File: config.mk
export PLATFORM = sky130hd
export DESIGN_NAME = msg_send_unit
export DESIGN_NICKNAME = d
export VERILOG_FILES = /design/src/rtl/msu_pkg.sv /design/src/rtl/msu_decode.sv /design/src/rtl/msu_frame.sv /design/src/rtl/msu_flit_buf.sv /design/src/rtl/msg_send_unit.sv
export SDC_FILE = /design/constraint.sdc
export NUM_CORES = 1
export LEC_CHECK = 0
export BUFFER_PORTS_ARGS = -buffer_cell sky130_fd_sc_hd__buf_2
export CORE_MARGIN = 3
export CORE_UTILIZATION = 40
export CTS_BUF_LIST = sky130_fd_sc_hd__clkbuf_4 sky130_fd_sc_hd__clkbuf_8 sky130_fd_sc_hd__clkbuf_16
export DETAILED_ROUTE_END_ITERATION = 7
export GPL_ROUTABILITY_DRIVEN = 0
export PLACE_DENSITY_LB_ADDON = 0.12
export SYNTH_ARGS = -nofsm -noshare
export SYNTH_HDL_FRONTEND = slang
export SYNTH_HIERARCHICAL = 1
export SYNTH_SLANG_ARGS = --single-unit
export TNS_END_PERCENT = 20
File: constraint.sdc
create_clock -name clk -period 2.6 [get_ports clk]
set_input_delay 0.13 -clock clk [delete_from_list [all_inputs] [get_ports clk]]
set_output_delay 0.13 -clock clk [all_outputs]
set_load 0.02 [all_outputs]
File: src/rtl/msu_pkg.sv
package msu_pkg;

  typedef enum logic [1:0] {
    OP_SEND1     = 2'b00,
    OP_SEND2     = 2'b01,
    OP_SEND1_END = 2'b10,
    OP_SEND2_END = 2'b11
  } msu_op_e;

  localparam int OP_BIT_TWO = 0;
  localparam int OP_BIT_END = 1;

  function automatic logic op_is_two(input logic [1:0] op);
    return op[OP_BIT_TWO];
  endfunction

  function automatic logic op_is_end(input logic [1:0] op);
    return op[OP_BIT_END];
  endfunction

endpackage

File: src/rtl/msu_decode.sv
module msu_decode
  import msu_pkg::*;
(
  input  logic [1:0] cmd_op,
  input  logic       cmd_dest,
  input  logic       msg_open,
  output logic       two_words,
  output logic       ends,
  output logic       legal,
  output logic       opens
);

  always_comb begin
    two_words = op_is_two(cmd_op);
    ends      = op_is_end(cmd_op);
    // open message: a new destination is illegal
    // idle: an ending command is illegal
    if (msg_open) begin
      legal = !cmd_dest;
    end else begin
      legal = !ends;
    end
    opens = !msg_open && legal;
  end

endmodule

File: src/rtl/msu_frame.sv
module msu_frame #(
  parameter int PRIO_W = 2
) (
  input  logic              clk,
  input  logic              rst,
  input  logic              fire,
  input  logic              legal,
  input  logic              ends,
  input  logic              opens,
  input  logic [PRIO_W-1:0] cmd_prio,
  output logic              msg_open_q,
  output logic              irq_en_q,
  output logic              err_q,
  output logic [PRIO_W-1:0] prio_sel
);

  logic [PRIO_W-1:0] prio_q;

  assign prio_sel = opens ? cmd_prio : prio_q;

  always_ff @(posedge clk) begin
    if (rst) begin
      msg_open_q <= 1'b0;
      irq_en_q   <= 1'b1;
      err_q      <= 1'b0;
      prio_q     <= '0;
    end else begin
      err_q <= fire && !legal;
      if (fire && legal) begin
        if (opens) begin
          prio_q <= cmd_prio;
        end
        if (ends) begin
          msg_open_q <= 1'b0;
          irq_en_q   <= 1'b1;
        end else begin
          msg_open_q <= 1'b1;
          irq_en_q   <= 1'b0;
        end
      end
    end
  end

endmodule

File: src/rtl/msu_flit_buf.sv
module msu_flit_buf #(
  parameter int WORD_W = 32,
  parameter int PRIO_W = 2
) (
  input  logic              clk,
  input  logic              rst,
  input  logic              load,
  input  logic              two_words,
  input  logic              ends,
  input  logic              head,
  input  logic [PRIO_W-1:0] prio,
  input  logic [WORD_W-1:0] word0,
  input  logic [WORD_W-1:0] word1,
  input  logic              net_ready,
  output logic              empty,
  output logic              net_valid,
  output logic [WORD_W-1:0] net_data,
  output logic              net_head,
  output logic              net_tail,
  output logic [PRIO_W-1:0] net_prio
);

  localparam int SLOTS = 2;
  localparam int CNT_W = $clog2(SLOTS + 1);

  logic [CNT_W-1:0]  cnt_q;
  logic [WORD_W-1:0] back_data_q;
  logic              back_tail_q;
  logic              pop;

  assign net_valid = (cnt_q != '0);
  assign empty     = (cnt_q == '0);
  assign pop       = net_valid && net_ready;

  always_ff @(posedge clk) begin
    if (rst) begin
      cnt_q       <= '0;
      net_data    <= '0;
      net_head    <= 1'b0;
      net_tail    <= 1'b0;
      net_prio    <= '0;
      back_data_q <= '0;
      back_tail_q <= 1'b0;
    end else if (load) begin
      net_data    <= word0;
      net_head    <= head;
      net_tail    <= ends && !two_words;
      net_prio    <= prio;
      back_data_q <= word1;
      back_tail_q <= ends;
      cnt_q       <= two_words ? CNT_W'(2) : CNT_W'(1);
    end else if (pop) begin
      if (cnt_q == CNT_W'(2)) begin
        net_data <= back_data_q;
        net_head <= 1'b0;
        net_tail <= back_tail_q;
        cnt_q    <= CNT_W'(1);
      end else begin
        cnt_q <= '0;
      end
    end
  end

endmodule

File: src/rtl/msg_send_unit.sv
module msg_send_unit #(
  parameter int WORD_W = 32,
  parameter int PRIO_W = 2
) (
  input  logic              clk,
  input  logic              rst,
  input  logic              cmd_valid,
  output logic              cmd_ready,
  input  logic [1:0]        cmd_op,
  input  logic              cmd_dest,
  input  logic [PRIO_W-1:0] cmd_prio,
  input  logic [WORD_W-1:0] cmd_word0,
  input  logic [WORD_W-1:0] cmd_word1,
  output logic              net_valid,
  input  logic              net_ready,
  output logic [WORD_W-1:0] net_data,
  output logic              net_head,
  output logic              net_tail,
  output logic [PRIO_W-1:0] net_prio,
  output logic              irq_en,
  output logic              err
);

  logic              buf_empty;
  logic              fire;
  logic              two_words;
  logic              ends;
  logic              legal;
  logic              opens;
  logic              msg_open;
  logic [PRIO_W-1:0] prio_sel;

  assign cmd_ready = buf_empty;
  assign fire      = cmd_valid && cmd_ready;

  msu_decode u_decode (
    .cmd_op    (cmd_op),
    .cmd_dest  (cmd_dest),
    .msg_open  (msg_open),
    .two_words (two_words),
    .ends      (ends),
    .legal     (legal),
    .opens     (opens)
  );

  msu_frame #(.PRIO_W(PRIO_W)) u_frame (
    .clk        (clk),
    .rst        (rst),
    .fire       (fire),
    .legal      (legal),
    .ends       (ends),
    .opens      (opens),
    .cmd_prio   (cmd_prio),
    .msg_open_q (msg_open),
    .irq_en_q   (irq_en),
    .err_q      (err),
    .prio_sel   (prio_sel)
  );

  msu_flit_buf #(.WORD_W(WORD_W), .PRIO_W(PRIO_W)) u_buf (
    .clk       (clk),
    .rst       (rst),
    .load      (fire && legal),
    .two_words (two_words),
    .ends      (ends),
    .head      (opens),
    .prio      (prio_sel),
    .word0     (cmd_word0),
    .word1     (cmd_word1),
    .net_ready (net_ready),
    .empty     (buf_empty),
    .net_valid (net_valid),
    .net_data  (net_data),
    .net_head  (net_head),
    .net_tail  (net_tail),
    .net_prio  (net_prio)
  );

endmodule

Yosys cells after proc, flatten, opt, wreduce, memory -nomap -nowiden
Cells that the tools add are included.

Register bits: 74. Bits in latches: 0. Memory bits (writable): 0. ROM bits: 0. Input port bits: 73. Output and inout port bits: 40. Logic and storage cells: 45. Memories: 0.

Add/sub/neg operators: 0. Multipliers: 0. Divide/modulo/power cells: 0. Order comparisons: 0. Equality and inequality tests: 1. Shifts and indexed selects: 0. Muxes and demuxes: 17. Bitwise operators: 0. Reductions and logical operators: 17.

Operator list (number): 2-to-1 mux 32 bit (3); 2-to-1 mux 1 bit (10); 2-to-1 mux 2 bit (4); logical AND 1 bit (6); nonzero test 2 bit (3); logical NOT 1 bit (5); AND reduction 2 bit (2); == test 2 bit, second input constant (1); logical NOT 2 bit (1).

Logic depth before layout (Yosys ltp)
Depth in word-level cells: 5. Mapped depth: 8. Depth with buffers taken out: 6.

Cells and area by module
Netlist, hierarchy kept.

Modules (own cells, without submodules): msu_flit_buf (times used 1, cells an instance 313, area an instance 3133.0 µm², sequential area each 1421.4 µm²); msu_frame (times used 1, cells an instance 20, area an instance 224.0 µm², sequential area each 100.1 µm²); msu_decode (times used 1, cells an instance 4, area an instance 28.8 µm², sequential area each 0.0 µm²); msg_send_unit (times used 1, cells an instance 2, area an instance 12.5 µm², sequential area each 0.0 µm²).

Least setup slack after synthesis
No wires, ideal clock.

Path kind: register -> register. From: reg u_buf.cnt_q[1]. To: reg u_buf.back_data_q[17]. Arrival time: 1785 ps. Required time: 2472 ps. Path slack: 688 ps. Cell stages (with the launch flop): 9. Buffers on the path: 3. Period minus slack after synthesis: 1912 ps. Path through: dfxtp_1 > or2_2 > inv_1 > and3_1 > buf_2 > buf_2 > buf_4 > mux2i_1 > nor2_1.

Cells in the longest elaborated chain, start to end: 3.

Ends and longest elaborated chain: start, declared (RTL line msu_flit_buf.sv:26) `logic [CNT_W-1:0] cnt_q;`; start signal, assigned (RTL line msu_flit_buf.sv:51) `cnt_q <= two_words ? CNT_W'(2) : CNT_W'(1);`; logical NOT 2 bit (RTL line msu_flit_buf.sv:32) `assign empty = (cnt_q == '0);`; net cmd_ready (RTL line msg_send_unit.sv:8) `output logic cmd_ready,`; logical AND 1 bit (RTL line msg_send_unit.sv:34) `assign fire = cmd_valid && cmd_ready;`; logical AND 1 bit (RTL line msg_send_unit.sv:63) `.load (fire && legal),`; end signal, assigned (RTL line msu_flit_buf.sv:49) `back_data_q <= word1;`; end, declared (RTL line msu_flit_buf.sv:27) `logic [WORD_W-1:0] back_data_q;`.

The timed path passes the listed nets, and every way through them passes these cells. A chain may end at the register's enable or synchronous reset.

Worst setup path after layout
From: reg u_frame.msg_open_q. To: reg u_buf.net_data[20].

Cells in the longest elaborated chain, start to end: 4.

Ends and longest elaborated chain: start, declared (RTL line msu_frame.sv:11) `output logic msg_open_q,`; start signal, assigned (RTL line msu_frame.sv:23) `msg_open_q <= 1'b0;`; start signal, assigned (RTL line msu_frame.sv:34) `msg_open_q <= 1'b0;`; start signal, assigned (RTL line msu_frame.sv:37) `msg_open_q <= 1'b1;`; 2-to-1 mux 1 bit * (RTL line msu_decode.sv:18) `if (msg_open) begin`; net legal (RTL line msg_send_unit.sv:28) `logic legal;`; logical AND 1 bit * (RTL line msg_send_unit.sv:63); nonzero test 2 bit (no source line); AND reduction 2 bit (no source line); end signal, assigned (RTL line msu_flit_buf.sv:45) `net_data <= word0;`; end signal, assigned (RTL line msu_flit_buf.sv:54) `net_data <= back_data_q;`; end, declared (RTL line msu_flit_buf.sv:17) `output logic [WORD_W-1:0] net_data,`.

The timed path passes the listed nets; every way through them passes the cells marked *.

==> impl_metrics.yaml <==
global_routing:
  grt_pass1_vias: 2647
  grt_overflow: 0
  gr-usage-all-layers: 0.1563
  grt_pass1_wl_um: 12400
  grt_start_max_net_pins: 41
  grt_antenna_before_repair: 0
cells_and_area:
  final_common_cell: "buf_2"
  final_util: 0.5338
  synthToLayoutAreaGrowth_pct: 25.15
  fill_cells: 754
  fin_area_um2: 4253
  antenna-diode-count: 0
  mostFrequentLayoutCells: "buf_2, dfxtp_1, mux2i_1, nor2_1, nand2_1"
  layout-drive-gt1-share: 0.4472
  fin_nets: 513
critical_path:
  start_kind: "register"
  crit_type: "reg2reg"
  crit_path_end_kind: "register"
  crit_fanout: 40
  worstPathRequired_ns: 2.83
  cp.arrival_ns: 2.23
logic_synthesis:
  yosysTopAreaCell: "dfxtp_1"
  ys_ff_latch: 76
  syn_area_um2: 3398
  synth_fp_nets: 412
  synth_area_per_cell_um2: 10.02
  synth_cell_types: 30
  netlist_instances: 339
  synthTopCellsByArea: "dfxtp_1, a221oi_2, mux2i_1, a21oi_2, nor2_1"
  ys_seq_area_frac: 0.4477
  synth_top_area_share: 0.4477
  yosys_warnings: 6
status:
  status: "finished clean"
drt:
  wl_met1_um: 3351
  vias: 2649
  drt-pass1-iter-count: 4
  drt_iter0_markers: 79
  top_layer_used: "met4"
  drt-vias-per-instance: 4.843
  ant_nets: 0
  drc: 0
  wl_um: 7383
  wl_met3_um: 515
  wl_per_cell_um: 13.50
  wl_met2_um: 3470
power:
  power.leakage_nw: 1.869
  powerDensity_nw_per_um2: 679.5
  ir_worst_vdd_mv: 0.2677
sta:
  tightestPinTransition_ns: 0.5522
  maxSlewHeadroom: 0.6319
  rsz0062_at_grt: "false"
  timing.final.crit_share: 0.7682
  drv_slew: 0
  clock.fmax_mhz: 500.7
  hold_viol: 0
  clock_skew_ns: 0.008447
  period_minus_slack_ns: 1.997
  tns_ns: 0
  setup_viol: 0
die:
  rows: 32
  core_um2: 7968
  die_width_um: 98.17
  die_area_um2: 9637
  io-pin-count: 113
  initial_core_util: 0.4265
  fp.dieH_um: 98.17
clock_network:
  htree_levels: 3
  clock_latency_ns: 0.33
  cts_inserted_buffers: 9
  cts.repair.resized: 0
  cts_hold_buffers: 0
  cts-root-buf: "clkbuf_8"
  cts_buffer_depth: 2
  path_clk_slew_ns: 0.08
  postCtsSetupBuffers: 0
  cts.sinks: 76
  cts_tree: "yes"
placed_design:
  postPlaceCellArea_um2: 3999
  port_buffers: 112
  dp_hpwl_um: 5109
flow_run:
  cap_violations: 0
min_path:
  hold_path_class: "in2reg"
-- Yosys cell counts --
library cell	n
dfxtp_1	76
inv_1	33
a21o_1	2
nor2_1	36
nand3b_1	3
nor2b_1	1
a221oi_1	4
and2_1	1
nand2_1	34
or2_2	1
and3_4	1
nor3_1	3
a21oi_1	8
nand2b_1	5
a221oi_2	28
o221a_2	1
a211oi_1	1
a21oi_2	28
buf_2	12
a21bo_2	1
buf_1	1
buf_4	5
mux2_2	2
and3_1	1
clkbuf_1	7
buf_8	3
mux2i_1	37
and3b_1	1
buf_6	1
nor3b_1	2
-- through the flow --
stage / power, mW / cells / hold slack (ns) / worst slack (ns)
2_1_floorplan: 1.655 / 339 / 0.1991 / 0.6879
3_3_place_gp: 1.800 / 531 / 0.3646 / 0.6699
3_5_place_dp: 1.807 / 531 / 0.3724 / 0.6126
4_1_cts: 2.935 / 547 / 0.007914 / 0.5766
5_1_grt: 3.039 / 547 / 0.01404 / 0.3993
6_report: 2.890 / 547 / 0.03028 / 0.6027
-- per-layer routing --
metal / GRT usage / vias up
met2: 0.2555 / 69
li1: - / 1360
met5: 0 / -
met1: 0.1944 / 1216
met3: 0.05500 / 4
met4: 0.04727 / 0
-- cell families (layout without fill, tap and decap cells) --
| group | Yosys count | in the layout | synth area share |
|---|---|---|---|
| simple gates | 89 | 89 | 0.1152 |
| flops | 76 | 76 | 0.4477 |
| compound gates | 73 | 73 | 0.2309 |
| buf+inv | 62 | 168 | 0.09058 |
| mux | 39 | 39 | 0.1156 |
-- path summary, 6_finish.rpt --
| check | startpoint | endpoint | slack [ns] | cells past startpoint |
|---|---|---|---|---|
| hold reg to reg | u_buf/net_data[27] | u_buf/net_data[27] | 0.47 | 2 |
| setup reg to reg | u_frame/msg_open_q | u_buf/net_data[20] | 0.60 | 5 |
| setup / recovery | u_frame/msg_open_q | u_buf/net_data[20] | 0.60 | 5 |
| hold / removal | cmd_word1[20] | u_buf/back_data_q[20] | 0.03 | 3 |
-- layout make-up --
class	count	area, um^2	area share
inverters	33	123.9	0.02913
clock buffers	12	158.9	0.03736
repair buffers	119	650.6	0.1530
well taps	102	127.6	0.03001
multi-input cells	201	1575	0.3704
flip-flops and latches	76	1521	0.3578
clock inverters	4	95.09	0.02236
-- report_power, final --
group | total (mW) | internal [mW] | switching [mW]
combinational | 0.485 | 0.208 | 0.277
clock | 1.12 | 0.700 | 0.417
sequential | 1.29 | 1.25 | 0.0420
total | 2.89 | 2.15 | 0.736
-- state kept, by name, indices dropped and copies added (netlist names), 2 cells and up --
signal and cells:
u_buf/net_data 32, u_buf/cnt_q 2, u_buf/back_data_q 32, u_frame/prio_q 2
u_buf/net_prio 2
-- critical path, cell delays in order (launching register included) --
cell and delay, ns:
dfxtp_1 0.37, mux2i_1 0.42, and3_4 0.46, buf_12 0.29
a21oi_1 0.07, a221oi_1 0.28
No activity file was read; power rests on OpenSTA's default activity.
